`src/rtl/dma_chan_pkg.sv`:
```
package dma_chan_pkg;
  localparam int unsigned RUN_BIT = 24;

  localparam logic [1:0] SEL_ADDR  = 2'd0;
  localparam logic [1:0] SEL_BLOCK = 2'd1;
  localparam logic [1:0] SEL_CTRL  = 2'd2;

  // Control values that select a direction; anything else is unrecognised
  localparam logic [31:0] CTRL_MEM_TO_PER = 32'h0100_0201;
  localparam logic [31:0] CTRL_PER_TO_MEM = 32'h0100_0200;

  typedef enum logic [1:0] {
    ST_IDLE,
    ST_RUN,
    ST_FINISH
  } ch_state_e;

  typedef struct packed {
    logic        run;       // at least one word will move
    logic        to_per;    // memory -> peripheral
    logic        upd_addr;  // write the address register back at the end
    logic [31:0] words;     // words actually moved (after truncation)
    logic [31:0] end_addr;  // address register value after completion
  } launch_t;
endpackage

```
`src/rtl/dma_chan_regs.sv`:
```
module dma_chan_regs
  import dma_chan_pkg::*;
(
  input  logic        clk,
  input  logic        rst_n,
  input  logic        wr_en,
  input  logic [1:0]  wr_sel,
  input  logic [31:0] wr_data,
  input  logic [1:0]  rd_sel,
  input  logic        finish,
  input  logic        upd_addr,
  input  logic [31:0] end_addr,
  output logic [31:0] addr_q,
  output logic [31:0] block_q,
  output logic [31:0] ctrl_q,
  output logic [31:0] rd_data,
  output logic        start
);
  logic        addr_en, block_en, ctrl_en;
  logic [31:0] addr_d, ctrl_d;
  logic        ctrl_wr;

  always_comb begin
    ctrl_wr  = wr_en && (wr_sel == SEL_CTRL);
    start    = ctrl_wr && wr_data[RUN_BIT] && !ctrl_q[RUN_BIT];
    addr_en  = (wr_en && (wr_sel == SEL_ADDR)) || (finish && upd_addr);
    addr_d   = (finish && upd_addr) ? end_addr : {wr_data[31:2], 2'b00};
    block_en = wr_en && (wr_sel == SEL_BLOCK);
    ctrl_en  = (ctrl_wr && !ctrl_q[RUN_BIT]) || finish;
    ctrl_d   = wr_data;
    if (finish) begin
      ctrl_d          = ctrl_q;
      ctrl_d[RUN_BIT] = 1'b0;
    end
  end

  always_comb begin
    case (rd_sel)
      SEL_ADDR:  rd_data = addr_q;
      SEL_BLOCK: rd_data = block_q;
      SEL_CTRL:  rd_data = ctrl_q;
      default:   rd_data = '0;
    endcase
  end

  always_ff @(posedge clk or negedge rst_n) begin
    if (!rst_n) begin
      addr_q  <= '0;
      block_q <= '0;
      ctrl_q  <= '0;
    end else begin
      if (addr_en)  addr_q  <= addr_d;
      if (block_en) block_q <= wr_data;
      if (ctrl_en)  ctrl_q  <= ctrl_d;
    end
  end

  // a control write during a transfer leaves the control register alone
  assert_busy_write_ignored_R10: assert property (@(posedge clk) disable iff (!rst_n)
    (ctrl_wr && ctrl_q[RUN_BIT] && !finish) |=> $stable(ctrl_q));
endmodule

```
`src/rtl/dma_chan_launch.sv`:
```
module dma_chan_launch
  import dma_chan_pkg::*;
#(
  parameter  int unsigned MEM_WORDS = 524288,
  localparam int unsigned MEM_AW    = $clog2(MEM_WORDS)
) (
  input  logic [31:0]       addr_q,
  input  logic [31:0]       block_q,
  input  logic [31:0]       ctrl_val,
  output launch_t           launch,
  output logic [MEM_AW-1:0] start_word
);
  localparam logic [31:0] MEM_LIMIT = 32'(MEM_WORDS);

  logic [31:0] total, word_idx, room;
  logic        known, start_ok;

  always_comb begin
    total    = 32'(block_q[31:16]) * 32'(block_q[15:0]);
    word_idx = {2'b00, addr_q[31:2]};
    start_ok = word_idx < MEM_LIMIT;
    room     = MEM_LIMIT - word_idx;
    known    = (ctrl_val == CTRL_MEM_TO_PER) || (ctrl_val == CTRL_PER_TO_MEM);

    launch.to_per   = (ctrl_val == CTRL_MEM_TO_PER);
    launch.upd_addr = known && start_ok;
    launch.words    = (total < room) ? total : room;
    launch.run      = known && start_ok && (launch.words != 32'd0);
    launch.end_addr = addr_q + (total << 2);
    start_word      = addr_q[MEM_AW+1:2];
  end
endmodule

```
`src/rtl/dma_chan_mover.sv`:
```
module dma_chan_mover
  import dma_chan_pkg::*;
#(
  parameter  int unsigned MEM_WORDS = 524288,
  localparam int unsigned MEM_AW    = $clog2(MEM_WORDS)
) (
  input  logic              clk,
  input  logic              rst_n,
  input  logic              start,
  input  launch_t           launch,
  input  logic [MEM_AW-1:0] start_word,
  output logic              mem_req,
  output logic              mem_we,
  output logic [MEM_AW-1:0] mem_addr,
  output logic [31:0]       mem_wdata,
  input  logic [31:0]       mem_rdata,
  input  logic              mem_ready,
  output logic              per_wvalid,
  input  logic              per_wready,
  output logic [31:0]       per_wdata,
  input  logic              per_rvalid,
  output logic              per_rready,
  input  logic [31:0]       per_rdata,
  output logic              finish,
  output logic              busy,
  output logic              upd_addr,
  output logic [31:0]       end_addr
);
  ch_state_e         state_q, state_d;
  logic              to_per_q, to_per_d;
  logic [MEM_AW-1:0] waddr_q, waddr_d;
  logic [31:0]       remain_q, remain_d;
  logic              upd_q, upd_d;
  logic [31:0]       end_q, end_d;
  logic              running, per_ok, fire, load;

  always_comb begin
    running    = (state_q == ST_RUN);
    per_ok     = to_per_q ? per_wready : per_rvalid;
    fire       = running && per_ok && mem_ready;
    mem_req    = running && per_ok;
    mem_we     = running && !to_per_q;
    mem_addr   = waddr_q;
    mem_wdata  = per_rdata;
    per_wvalid = running && to_per_q && mem_ready;
    per_wdata  = mem_rdata;
    per_rready = running && !to_per_q && mem_ready;
    finish     = (state_q == ST_FINISH);
    busy       = (state_q != ST_IDLE);
    upd_addr   = upd_q;
    end_addr   = end_q;
  end

  always_comb begin
    state_d  = state_q;
    to_per_d = to_per_q;
    waddr_d  = waddr_q;
    remain_d = remain_q;
    upd_d    = upd_q;
    end_d    = end_q;
    load     = 1'b0;
    case (state_q)
      ST_IDLE: if (start) begin
        load     = 1'b1;
        to_per_d = launch.to_per;
        waddr_d  = start_word;
        remain_d = launch.words;
        upd_d    = launch.upd_addr;
        end_d    = launch.end_addr;
        state_d  = launch.run ? ST_RUN : ST_FINISH;
      end
      ST_RUN: if (fire) begin
        waddr_d  = waddr_q + 1'b1;
        remain_d = remain_q - 32'd1;
        if (remain_q == 32'd1) state_d = ST_FINISH;
      end
      default: state_d = ST_IDLE;
    endcase
  end

  always_ff @(posedge clk or negedge rst_n) begin
    if (!rst_n) begin
      state_q  <= ST_IDLE;
      to_per_q <= 1'b0;
      waddr_q  <= '0;
      remain_q <= '0;
      upd_q    <= 1'b0;
      end_q    <= '0;
    end else begin
      state_q <= state_d;
      if (load || fire) begin
        waddr_q  <= waddr_d;
        remain_q <= remain_d;
      end
      if (load) begin
        to_per_q <= to_per_d;
        upd_q    <= upd_d;
        end_q    <= end_d;
      end
    end
  end

  // each accepted word takes exactly one off the remaining count
  assert_one_word_per_fire_R5: assert property (@(posedge clk) disable iff (!rst_n)
    fire |=> (remain_q == $past(remain_q) - 32'd1));
  // the sides only see traffic while running
  assert_quiet_when_idle_R5: assert property (@(posedge clk) disable iff (!rst_n)
    (state_q != ST_RUN) |-> !(mem_req || per_wvalid || per_rready));
  // the finishing state lasts one cycle
  assert_finish_single_R6: assert property (@(posedge clk) disable iff (!rst_n)
    (state_q == ST_FINISH) |=> (state_q == ST_IDLE));
  // a start that moves nothing goes straight to finishing
  assert_empty_start_finishes_R7: assert property (@(posedge clk) disable iff (!rst_n)
    (start && (state_q == ST_IDLE) && !launch.run) |=> (state_q == ST_FINISH));
endmodule

```
`src/rtl/dma_block_channel.sv`:
```
module dma_block_channel
  import dma_chan_pkg::*;
#(
  parameter  int unsigned MEM_WORDS = 524288,
  localparam int unsigned MEM_AW    = $clog2(MEM_WORDS)
) (
  input  logic              clk,
  input  logic              rst_n,
  input  logic              reg_wr_en,
  input  logic [1:0]        reg_wr_sel,
  input  logic [31:0]       reg_wr_data,
  input  logic [1:0]        reg_rd_sel,
  output logic [31:0]       reg_rd_data,
  output logic              mem_req,
  output logic              mem_we,
  output logic [MEM_AW-1:0] mem_addr,
  output logic [31:0]       mem_wdata,
  input  logic [31:0]       mem_rdata,
  input  logic              mem_ready,
  output logic              per_wvalid,
  input  logic              per_wready,
  output logic [31:0]       per_wdata,
  input  logic              per_rvalid,
  output logic              per_rready,
  input  logic [31:0]       per_rdata,
  output logic              irq
);
  logic [31:0]       addr_q, block_q, ctrl_q, end_addr;
  logic              start, finish, busy, upd_addr;
  launch_t           launch;
  logic [MEM_AW-1:0] start_word;
  logic              irq_q;

  dma_chan_regs u_regs (
    .clk(clk), .rst_n(rst_n),
    .wr_en(reg_wr_en), .wr_sel(reg_wr_sel), .wr_data(reg_wr_data),
    .rd_sel(reg_rd_sel), .finish(finish), .upd_addr(upd_addr),
    .end_addr(end_addr), .addr_q(addr_q), .block_q(block_q),
    .ctrl_q(ctrl_q), .rd_data(reg_rd_data), .start(start)
  );

  dma_chan_launch #(.MEM_WORDS(MEM_WORDS)) u_launch (
    .addr_q(addr_q), .block_q(block_q), .ctrl_val(reg_wr_data),
    .launch(launch), .start_word(start_word)
  );

  dma_chan_mover #(.MEM_WORDS(MEM_WORDS)) u_mover (
    .clk(clk), .rst_n(rst_n), .start(start), .launch(launch),
    .start_word(start_word),
    .mem_req(mem_req), .mem_we(mem_we), .mem_addr(mem_addr),
    .mem_wdata(mem_wdata), .mem_rdata(mem_rdata), .mem_ready(mem_ready),
    .per_wvalid(per_wvalid), .per_wready(per_wready), .per_wdata(per_wdata),
    .per_rvalid(per_rvalid), .per_rready(per_rready), .per_rdata(per_rdata),
    .finish(finish), .busy(busy), .upd_addr(upd_addr), .end_addr(end_addr)
  );

  always_ff @(posedge clk or negedge rst_n) begin
    if (!rst_n) irq_q <= 1'b0;
    else        irq_q <= finish;
  end
  assign irq = irq_q;

  // the software-visible run bit tracks the engine
  assert_run_bit_tracks_engine_R3: assert property (@(posedge clk) disable iff (!rst_n)
    ctrl_q[RUN_BIT] == busy);
  // an interrupt only follows a finishing cycle
  assert_irq_after_finish_R6: assert property (@(posedge clk) disable iff (!rst_n)
    irq |-> $past(finish));
endmodule

```
`config.mk`:
```
export PLATFORM = sky130hd
export DESIGN_NAME = dma_block_channel
export DESIGN_NICKNAME = d
export VERILOG_FILES = /design/src/rtl/dma_chan_pkg.sv /design/src/rtl/dma_chan_regs.sv /design/src/rtl/dma_chan_launch.sv /design/src/rtl/dma_chan_mover.sv /design/src/rtl/dma_block_channel.sv
export SDC_FILE = /design/constraint.sdc
export NUM_CORES = 1
export LEC_CHECK = 0
export BUFFER_PORTS_ARGS = -buffer_cell sky130_fd_sc_hd__buf_2
export CAP_MARGIN = 0
export CELL_PAD_IN_SITES_DETAIL_PLACEMENT = 0
export CELL_PAD_IN_SITES_GLOBAL_PLACEMENT = 1
export CORE_UTILIZATION = 30
export DETAILED_ROUTE_END_ITERATION = 6
export GPL_TIMING_DRIVEN = 0
export PLACE_DENSITY_LB_ADDON = 0.1
export SLEW_MARGIN = 0
export SYNTH_ARGS = -nofsm -noshare
export SYNTH_HDL_FRONTEND = slang
export SYNTH_SLANG_ARGS = --single-unit
```
`constraint.sdc`:
```
create_clock -name clk -period 19 [get_ports clk]
set_clock_uncertainty 0.15 [all_clocks]
set_input_delay 3.8 -clock clk [delete_from_list [all_inputs] [get_ports clk]]
set_output_delay 3.8 -clock clk [all_outputs]
set_load 0.005 [all_outputs]
```
## Yosys cells after proc, flatten, opt, wreduce, memory -nomap -nowiden

Cells that the tools add are included.

| storage, ports and cells | value |
|---|---|
| bits in registers | 184 |
| input bits | 106 |
| output and inout port bits | 120 |

| cells by class | value |
|---|---|
| add/subtract/negate cells | 4 |
| $mul | 1 |
| order comparisons | 2 |
| equality and inequality tests | 12 |
| multiplexer cells | 18 |
| bitwise logic cells | 1 |
| reduce and logical (&&, ||, !) cells | 30 |

Operators by type and width:

| operator | number |
|---|---|
| $mux W32 | 4 |
| $pmux W32 S3 | 1 |
| $eq A32 B25 Y1 const B | 2 |
| $pmux W32 S2 | 1 |
| $mux W19 | 2 |
| $pmux W19 S2 | 1 |
| $add A32 B32 Y32 | 1 |
| $eq A32 B1 Y1 const B | 1 |
| $lt A32 B32 Y1 | 1 |
| $mul A16 B16 Y32 | 1 |
| $reduce_bool A32 Y1 | 1 |
| $sub A32 B1 Y32 const B | 1 |
| $sub A20 B30 Y31 const A | 1 |
| $lt A30 B20 Y1 const B | 1 |
| $mux W25 | 1 |
| $add A19 B1 Y19 const B | 1 |
| $logic_and A1 B1 Y1 | 15 |
| $mux W2 | 4 |
| $eq A2 B1 Y1 const B | 3 |
| $eq A2 B2 Y1 const B | 3 |
| $logic_not A2 Y1 | 3 |
| $ne A2 B2 Y1 const B | 3 |
| $reduce_and A3 Y1 | 2 |
| $logic_or A1 B1 Y1 | 4 |
| 7 further kinds | 10 |

## Logic depth before layout (Yosys ltp)

Gate-level depths: netlist of the first run.

| logic depth | value |
|---|---|
| depth after elaboration | 8 |
| depth in mapped cells | 36 |
| mapped depth without buffers | 33 |

## Modules after synthesis

Synthesis of the first run repeated with hierarchy kept, for this count alone.

| unflattened totals | value |
|---|---|
| cell total of the unflattened synthesis | 2478 |
| area, all modules | 21682.0 µm² |

By module, submodules not included:

| module | instances | cells an instance | area each (µm²) |
|---|---|---|---|
| dma_chan_launch | 1 | 1505 | 11965.2 |
| dma_chan_mover | 1 | 623 | 5113.7 |
| dma_chan_regs | 1 | 349 | 4578.1 |
| dma_block_channel | 1 | 1 | 25.0 |

## Least setup slack after synthesis of the first run

OpenSTA, ideal clock, no wires.

| path | value |
|---|---|
| kind | input-to-output |
| start | input port reg_rd_sel[1] |
| end | output port reg_rd_data[10] |
| arrival | 4.802 ns |
| data required time | 15.050 ns |
| setup slack | 10.248 ns |
| stages on the path | 4 |
| buffers on the path | 2 |
| cells stage by stage | clkbuf_1 clkbuf_1 mux2i_1 o21ai_0 |

| between the ends | value |
|---|---|
| cells in the longest elaborated chain, start to end | 2 |
| elaborated cells on any way between the ends | 4 |
| those cells by class | eq/ne (2); mux (1); reduce/logical (1) |

Ends and longest elaborated chain:

| what | line | source |
|---|---|---|
| start: declaration | dma_block_channel.sv:12 | `input logic [1:0] reg_rd_sel,` |
| $eq A2 B2 Y1, or another cell as far along | dma_chan_regs.sv:38 | `case (rd_sel)` |
| $pmux W32 S3 (*) | dma_chan_regs.sv:38 |  |
| end: declaration | dma_block_channel.sv:13 | `output logic [31:0] reg_rd_data,` |

Every way passes the cells marked *; elsewhere a longest branch is shown, timed or not.

## Worst setup path in the final report of the first run

| path | value |
|---|---|
| start | register u_regs.block_q[23] |
| end | register u_mover.remain_q[15] |

| between the ends | value |
|---|---|
| cells in the longest elaborated chain, start to end | 5 |

Ends and longest elaborated chain:

| what | line | source |
|---|---|---|
| start: declaration | dma_chan_regs.sv:14 | `output logic [31:0] block_q,` |
| start signal: assignment | dma_chan_regs.sv:53 | `if (block_en) block_q <= wr_data;` |
| $mul A16 B16 Y32 (*) | dma_chan_launch.sv:19 | `total = 32'(block_q[31:16]) * 32'(block_q[15:0]);` |
| $lt A32 B32 Y1 | dma_chan_launch.sv:27 | `launch.words = (total < room) ? total : room;` |
| $mux W32 (*) | dma_chan_launch.sv:27 |  |
| $mux W32 (*) | dma_chan_mover.sv:63 | `ST_IDLE: if (start) begin` |
| $pmux W32 S2 (*) | dma_chan_mover.sv:62 | `case (state_q)` |
| end signal: assignment | dma_chan_mover.sv:93 | `remain_q <= remain_d;` |
| end: declaration | dma_chan_mover.sv:32 | `logic [31:0] remain_q, remain_d;` |

Every way passes the cells marked *; elsewhere a longest branch is shown, timed or not. The select of a mux whose other input is x is not followed.
A chain may end at the register's enable or synchronous reset.

==> results of run 1 <==
## synth_stat cells (all sizes together), types with 24 or more instances
library cell,count
mux2,67
and2,124
mux2i,75
a21oi,127
xor2,35
inv,273
nand3,32
o21ai,196
xnor2,41
a21o,24
dfrtp,184
buf,84
clkbuf,108
ha,168
nor4,28
nor3,25
nand2,338
nor2,99
fa,195
## worst max-delay path, delay by kind of cell, from the launching register on
family,cells,cell delay [ns]
DFF,1,0.32
AOI/OAI and AO/OA,8,1.98
adders and majority gates,8,3.91
buffers and inverters,10,2.02
muxes,1,0.34
and+or+nand+nor,8,2.08
## final timing paths
| check | start | end | depth (start not counted) |
|---|---|---|---|
| worst max-delay path | u_regs.block_q[23]$_DFFE_PN0P_ | u_mover.remain_q[15]$_DFFE_PN0P_ | 35 |
| worst min-delay path | u_mover.upd_addr$_DFFE_PN0P_ | u_mover.upd_addr$_DFFE_PN0P_ | 2 |
| worst max register to register | u_regs.block_q[23]$_DFFE_PN0P_ | u_mover.remain_q[15]$_DFFE_PN0P_ | 35 |
| worst min register to register | u_mover.upd_addr$_DFFE_PN0P_ | u_mover.upd_addr$_DFFE_PN0P_ | 2 |
| max in group asynchronous | rst_n | u_regs.addr_q[27]$_DFFE_PN0P_ | 2 |
| min in group asynchronous | rst_n | u_mover.mem_addr[5]$_DFFE_PN0P_ | 1 |
## cell families after synthesis
family / synth area share [%]
AO/OA/AOI/OAI: 13.3
flip-flops: 21.6
buffers and inverters: 9.43
adder cells (fa/ha/maj): 28.2
AND/OR/NAND/NOR: 17.2
XOR/XNOR: 3.16
multiplexers: 7.06
## area by class of cell
cell class | count | area (sq um) | share of cell area [%]
well taps | 940 | 1180 | 4.91
multi-input cells | 1812 | 14700 | 61.3
clock buffers | 17 | 425 | 1.77
inverters | 273 | 1020 | 4.27
plain buffers | 192 | 985 | 4.11
clock inverters | 15 | 208 | 0.866
flip-flops and latches | 184 | 4600 | 19.2
repair buffers | 162 | 850 | 3.54
## through the flow
stage | area [sq um] | std cells
6_report | 24000 | 3595
5_1_grt | 24000 | 3595
4_1_cts | 24000 | 3595
3_5_place_dp | 23300 | 3563
3_3_place_gp | 23300 | 3561
2_1_floorplan | 21300 | 2461
## routing by layer
metal	wire (um)	vias to the layer above	part of all wire, %	track usage, %
met4	2010	0	2.5	6.74
met2	40500	325	50	39.8
met1	35900	9179	45	29.6
li1	-	8533	-	-
met3	1900	68	2.4	1.67
met5	0	-	0	0
## registers in the layout (all words and copies together), names as in the netlist
| signal | cells |
|---|---|
| u_mover.end_addr | 32 |
| u_mover.remain_q | 32 |
| u_regs.addr_q | 32 |
| u_regs.block_q | 32 |
| u_regs.ctrl_q | 32 |
| u_mover.mem_addr | 19 |
| u_mover.state_q | 2 |
| irq | 1 |
| u_mover.to_per_q | 1 |
| u_mover.upd_addr | 1 |
==> flow_metrics.tcl, run 1 <==
set metrics [dict create \
    clock-sinks 184 \
    antenna_found_initial 4 \
    cpPeakStageDelay_ns 0.86 \
    syn_nets 2930 \
    fmax_ghz 0.0913 \
    synth_seq_area_share_pct 21.6 \
    final_max_slew_viol_count 0 \
    place_worst_setup_slack_ns 8.06 \
    die_area_sq_um 72100 \
    track_usage_pct 22.7 \
    final_common_cell "nand2_1" \
    final_nets 3111 \
    vias 18100 \
    diodes 0 \
    drt_pass1_iterations 5 \
    rows 97 \
    cts_hold_buf 0 \
    cts.clk_slew.worst_paths_ns 0.08 \
    synth_cell_types 77 \
    fp.dieH_um 269 \
    yosys_register_bits 184 \
    num_io_pins 226 \
    drt_iter0_markers 889 \
    grt_pass1_vias 18700 \
    rsz0062_at_grt "false" \
    synth_enable_flop_cells 0 \
    final_cell_mix "338 x nand2_1, 273 x inv_1, 195 x fa_1" \
    setup_viol 0 \
    hold_viol_final 0 \
    start_util_pct 30.4 \
    maxCapViolations 0 \
    cts-root-buf "clkbuf_16" \
    viasPerCell 5.04 \
    synthesis.area_sq_um 21300 \
    fin_crit_ns 10.95 \
    cts.repair.resized 0 \
    fin_ws_ns 8.05 \
    synth_top_cell_by_area "dfrtp_1" \
    grt_max_degree 95 \
    max-slew-margin-rel_pct 20.5 \
    fin_hold_ws_ns 0.328 \
    tritoncts "built" \
    worstMarginPinSlew_ns 1.18 \
    async_reset_ff_share_pct 100 \
    clockBufferDepth 2 \
    dieWidth_um 269 \
    hpwl_mm 65.5 \
    htree_levels 4 \
    gp_routability_congestion 0.856 \
    ant_nets 0 \
    synth_top_area_share_pct 21.6 \
    syn_area_per_cell_sq_um 8.66 \
    drive_gt1_share_pct 13.2 \
    cp-start-kind "flop" \
    overflow 0 \
    status "complete, no violations" \
    cp_data_required_time_ns 19.22 \
    slowest_stage "nor4_1" \
    end_kind "flop" \
    cts_made_buffers 17 \
    totalWireLength_mm 80.2 \
    period_share_pct 57.6 \
    syn_inst 2461 \
    worstPathArrival_ns 11.17 \
    hp-class "flop to flop" \
    area_growth_pct 12.5 \
    io_buffers 160 \
    yosysWarnings 0 \
    fillerInstances 7564 \
    ys_top_cells_by_area "dfrtp_1 22%, fa_1 18%, ha_1 9.9%, nand2_1 6.0%, inv_1 4.8%" \
    post-cts-setup-buffer-count 0 \
    insertion_delay_ns 0.48 \
    path_max_fanout 10 \
    synthFlopType "dfrtp_1" \
    r2r_slack_ns 8.05 \
    core_area_sq_um 70100 \
    grt_pass1_wl_mm 120 \
    wire_per_inst_um 22.3 \
    critical_path_class "flop to flop" \
    route.detailed.drc 0 \
    utilization_pct 34.2 \
    tns_ns 0 \
]
Power of run 1 is not shown: default switching activity piles up to over one toggle a cycle in this logic, so the estimate is an artifact.
==> run 2: changes to the inputs <==
Settings changed: ABC_AREA set to 1.
Clock period 19 ns to 9.4 ns, I/O delays scaled along.
==> flow_metrics.tcl, run 2 <==
set metrics [dict create \
    worstMarginPinSlew_ns 0.857 \
    start_util_pct 30.4 \
    antenna_found_initial 6 \
    fin_crit_ns 8.94 \
    clockBufferDepth 2 \
    htree_levels 4 \
    synth_seq_area_share_pct 20.7 \
    violations "DRC" \
    max-slew-margin-rel_pct 42.4 \
    track_usage_pct 25.0 \
    syn_nets 3554 \
    yosysWarnings 0 \
    fmax_ghz 0.112 \
    period_share_pct 95.1 \
    final_common_cell "nand2_1" \
    drt_iter0_markers 1372 \
    grt_pass1_vias 21400 \
    path_max_fanout 10 \
    clock-sinks 184 \
    crit_top_cell "nand2_1" \
    synthTopCellsByCount "751 x nand2_1, 590 x inv_1, 293 x o21ai_0" \
    ys_top_cells_by_area "dfrtp_1 21%, fa_1 18%, nand2_1 13%, inv_1 10%, ha_1 9.5%" \
    synth_cell_types 53 \
    r2r_end "u_mover.state_q[0]$_DFFE_PN0P_" \
    worstPathArrival_ns 9.17 \
    fin_ws_ns 0.459 \
    hold_viol_final 0 \
    synth_compound_area_share_pct 12.5 \
    hp-class "flop to flop" \
    hpwl_mm 77.2 \
    status "finished, violations left" \
    rsz0062_at_grt "false" \
    overflow 0 \
    r2r_slack_ns 0.46 \
    grt_pass1_wl_mm 138 \
    cp-start-kind "flop" \
    dieWidth_um 274 \
    cts_made_buffers 17 \
    synthAdderAreaFrac_pct 27.0 \
    wire_per_inst_um 22.0 \
    slowest_stage "fa_1" \
    fp.dieH_um 274 \
    num_io_pins 226 \
    synth_enable_flop_cells 0 \
    synthFlopType "dfrtp_1" \
    final_nets 3702 \
    io_buffers 160 \
    yosys_register_bits 184 \
    synth_top_area_share_pct 20.7 \
    synthMuxAreaShare_pct 0 \
    reg2regPathDepth 41 \
    insertion_delay_ns 0.48 \
    cpPeakStageDelay_ns 0.62 \
    cp_data_required_time_ns 9.62 \
    syn_area_per_cell_sq_um 7.20 \
    holdCritStartpoint "u_mover.end_addr[3]$_DFFE_PN0P_" \
    async_reset_ff_share_pct 100 \
    final_max_slew_viol_count 0 \
    yosys.cell_count.top_type "nand2_1" \
    vias 21000 \
    critical_path_class "flop to flop" \
    cts-root-buf "clkbuf_16" \
    syn_inst 3085 \
    die_area_sq_um 75200 \
    drive_gt1_share_pct 11.6 \
    tritoncts "built" \
    ant_nets 0 \
    whs_endpoint "u_mover.end_addr[3]$_DFFE_PN0P_" \
    synth-simple-area-share_pct 21.4 \
    cts_hold_buf 0 \
    area_growth_pct 12.4 \
    route.detailed.drc 4 \
    rows 99 \
    end_kind "flop" \
    place_worst_setup_slack_ns -0.901 \
    whs_path_depth 2 \
    totalWireLength_mm 92.6 \
    grt_max_degree 96 \
    drt_pass1_iterations 7 \
    cts.clk_slew.worst_paths_ns 0.08 \
    synthesis.area_sq_um 22200 \
    synth_top_cell_by_area "dfrtp_1" \
    maxCapViolations 0 \
    synth_xor_area_share_pct 3.55 \
    r2r-start "u_regs.block_q[30]$_DFFE_PN0P_" \
    viasPerCell 4.98 \
    final_cell_mix "749 x nand2_1, 590 x inv_1, 289 x o21ai_0" \
    setup_viol 0 \
    core_area_sq_um 73100 \
    synth_top_family_by_area "adder cells" \
    gp_routability_congestion 0.938 \
    crit_start "u_regs.block_q[30]$_DFFE_PN0P_" \
]
[run 2: cells by family (layout without fill, tap and decap cells)]
group,count (synthesis),after routing
AND/OR/NAND/NOR,1140,1140
buffers and inverters,799,960
AO/OA/AOI/OAI,509,509
adder cells (fa/ha/maj),363,363
flip-flops,184,184
XOR/XNOR,90,90
other,0,1
[run 2: repair_timing]
item	in CTS	in global routing
endpoints found under the setup margin	41	35
buffers inserted	0	3
pin swaps	0	3
gates resized for setup	34	79
[run 2: critical path, delay by kind of cell (launching register included)]
family          cells  cell delay (ns)
xor+xnor            1             0.15
compound gates      5             0.88
simple gates       17             1.86
fa+ha+maj           8             3.87
flops               1             0.60
buf+inv            10             1.32
[run 2: per-layer routing]
layer  vias to the layer above  track usage [%]  share of wire (%)
li1                       9859                -                  -
met3                        94             1.85                3.8
met5                         -                0                  0
met4                         0             7.28                2.5
met2                       513             43.7                 50
met1                     10500             32.8                 44
[run 2: per-stage QoR]
step | cells | instance area (sq um) | utilization [%] | hold slack (ns) | setup TNS, ns
after floorplan | 3085 | 22200 | - | 0.287 | 0
after global placement | 4204 | 24200 | 33.1 | 0.301 | -15.22
after detailed placement | 4205 | 24300 | 33.2 | 0.319 | -16.36
after CTS | 4207 | 24800 | 34.0 | 0.338 | 0
after global routing | 4205 | 25000 | 34.2 | 0.356 | 0
final | 4206 | 25000 | 34.2 | 0.331 | 0
[run 2: worst max path at each step]
stage	slack, ns	to
2_1_floorplan	1.95	u_mover.end_addr[30]$_DFFE_PN0P_
3_3_place_gp	-0.91	u_mover.state_q[0]$_DFFE_PN0P_
3_5_place_dp	-0.90	u_mover.state_q[0]$_DFFE_PN0P_
4_1_cts	0.0003	u_mover.state_q[0]$_DFFE_PN0P_
5_1_grt	0.009	u_mover.state_q[0]$_DFFE_PN0P_
6_report	0.46	u_mover.state_q[0]$_DFFE_PN0P_
[run 2: layout make-up]
cell class                      count  area (sq um)
Antenna cell                        1          2.50
Buffer                            173           990
Clock buffer                       19           453
Clock inverter                     13           160
Fill cell                        8110         48100
Inverter                          591          2220
Multi-Input combinational cell   2102         14400
Sequential cell                   184          4650
Tap cell                          959          1200
Timing Repair Buffer              164           861
Power of run 2 is left out for the same reason.
==> run 3: changes to the inputs <==
Settings changed: BUFFER_PORTS_ARGS -buffer_cell sky130_fd_sc_hd__buf_2 to -buffer_cell sky130_fd_sc_hd__buf_4, SKIP_CTS_REPAIR_TIMING set to 1.
==> flow_metrics.tcl, run 3 (synthesis gave the netlist of run 2 again) <==
set metrics [dict create \
    clock-sinks 184 \
    ant_nets 0 \
    fin_area_sq_um 25400 \
    htree_levels 4 \
    fillerInstances 8005 \
    dpl-instance-area_sq_um 24700 \
    hold_viol_final 0 \
    worstPathArrival_ns 9.41 \
    track_usage_pct 25.3 \
    final_nets 3703 \
    totalWireLength_mm 93.8 \
    drive_gt1_share_pct 11.4 \
    cts.clk_slew.worst_paths_ns 0.09 \
    tritoncts "built" \
    io_buffers 160 \
    fp.dieH_um 274 \
    route.detailed.drc 4 \
    cts-root-buf "clkbuf_16" \
    maxCapViolations 0 \
    crit_family "adder cells" \
    dieWidth_um 274 \
    final_common_cell "nand2_1" \
    hp-class "flop to flop" \
    insertion_delay_ns 0.50 \
    status "finished, violations left" \
    cp_data_required_time_ns 9.65 \
    start_util_pct 30.4 \
    vias 21000 \
    core_area_sq_um 73100 \
    clockBufferDepth 2 \
    antenna_found_initial 0 \
    setup_viol 0 \
    die_area_sq_um 75200 \
    rsz0062_at_grt "false" \
    gp_routability_congestion 0.983 \
    violations "DRC" \
    grt_pass1_wl_mm 139 \
    cpPeakStageDelay_ns 0.82 \
    drt_iter0_markers 1344 \
    final_cell_mix "751 x nand2_1, 590 x inv_1, 290 x o21ai_0" \
    grt_pass1_vias 21300 \
    path_max_fanout 10 \
    grt_max_degree 103 \
    max-slew-margin-rel_pct 30.2 \
    critical_path_class "flop to flop" \
    drt_pass1_iterations 7 \
    period_share_pct 97.5 \
    worst-path-buf-inv 7 \
    fmax_ghz 0.109 \
    fin_crit_ns 9.17 \
    viasPerCell 5.00 \
    slowest_stage "xnor2_1" \
    rows 99 \
    r2r_slack_ns 0.23 \
    end_kind "flop" \
    cts_made_buffers 17 \
    hpwl_mm 78.2 \
    final_max_slew_viol_count 0 \
    worstMarginPinSlew_ns 1.04 \
    overflow 0 \
    crit_top_cell "nand2_1" \
    wire_per_inst_um 22.3 \
    area_growth_pct 14.2 \
    num_io_pins 226 \
    cp-start-kind "flop" \
]
==> run 3: cell count changes in the layout (fill, tap and decap cells not counted), sizes merged <==
cell,previous run,this run
inv,595,598
clkbuf,107,109
clkinvlp,2,1
bufinv,1,0
clkinv,6,7
buf,249,246
==> run 3: final cells by class <==
type	count	area [sq um]	area share, %
well taps	959	1200	4.73
repair buffers	161	1240	4.87
clock inverters	15	213	0.838
diodes	1	2.50	0.00986
clock buffers	17	425	1.68
multi-input cells	2102	14400	56.9
flip-flops and latches	184	4650	18.3
plain buffers	177	997	3.93
inverters	591	2220	8.74
==> run 3: metal layers <==
metal  GRT usage [%]  vias up  part of all wire (%)
li1                -     9880                     -
met1            33.4    10600                    45
met2            43.8      494                    49
met3            2.41      101                   3.4
met4            6.92        0                   2.6
met5               0        -                     0
==> run 3: worst register-to-register path, delay by kind of cell (launching register included) <==
kind | cells | cell delay, ns
compound gates | 4 | 0.43
xor+xnor | 1 | 0.82
flops | 1 | 0.64
buf+inv | 7 | 1.03
fa+ha+maj | 8 | 3.97
simple gates | 18 | 2.02
==> run 3: path summary, 6_finish.rpt <==
check / cells past startpoint / start / to
worst max-delay path: 38 / u_regs.block_q[28]$_DFFE_PN0P_ / u_mover.state_q[0]$_DFFE_PN0P_
worst min-delay path: 2 / u_mover.end_addr[3]$_DFFE_PN0P_ / u_mover.end_addr[3]$_DFFE_PN0P_
worst max register to register: 38 / u_regs.block_q[28]$_DFFE_PN0P_ / u_mover.state_q[0]$_DFFE_PN0P_
worst min register to register: 2 / u_mover.end_addr[3]$_DFFE_PN0P_ / u_mover.end_addr[3]$_DFFE_PN0P_
max in group asynchronous: 2 / rst_n / u_regs.block_q[25]$_DFFE_PN0P_
min in group asynchronous: 1 / rst_n / u_mover.remain_q[22]$_DFFE_PN0P_
==> run 3: stage by stage <==
stage / hold WS, ns / setup slack (ns) / setup TNS (ns) / std cells / util (%)
final: 0.323 / 0.233 / 0 / 4207 / 34.7
after global routing: 0.356 / 0.0153 / 0 / 4206 / 34.7
after CTS: 0.330 / -0.883 / -15.90 / 4237 / 34.6
after detailed placement: 0.310 / -0.819 / -13.53 / 4205 / 33.7
after global placement: 0.309 / -0.772 / -11.75 / 4204 / 33.7
after floorplan: 0.287 / 1.95 / 0 / 3085 / -
Power of run 3 is left out for the same reason.
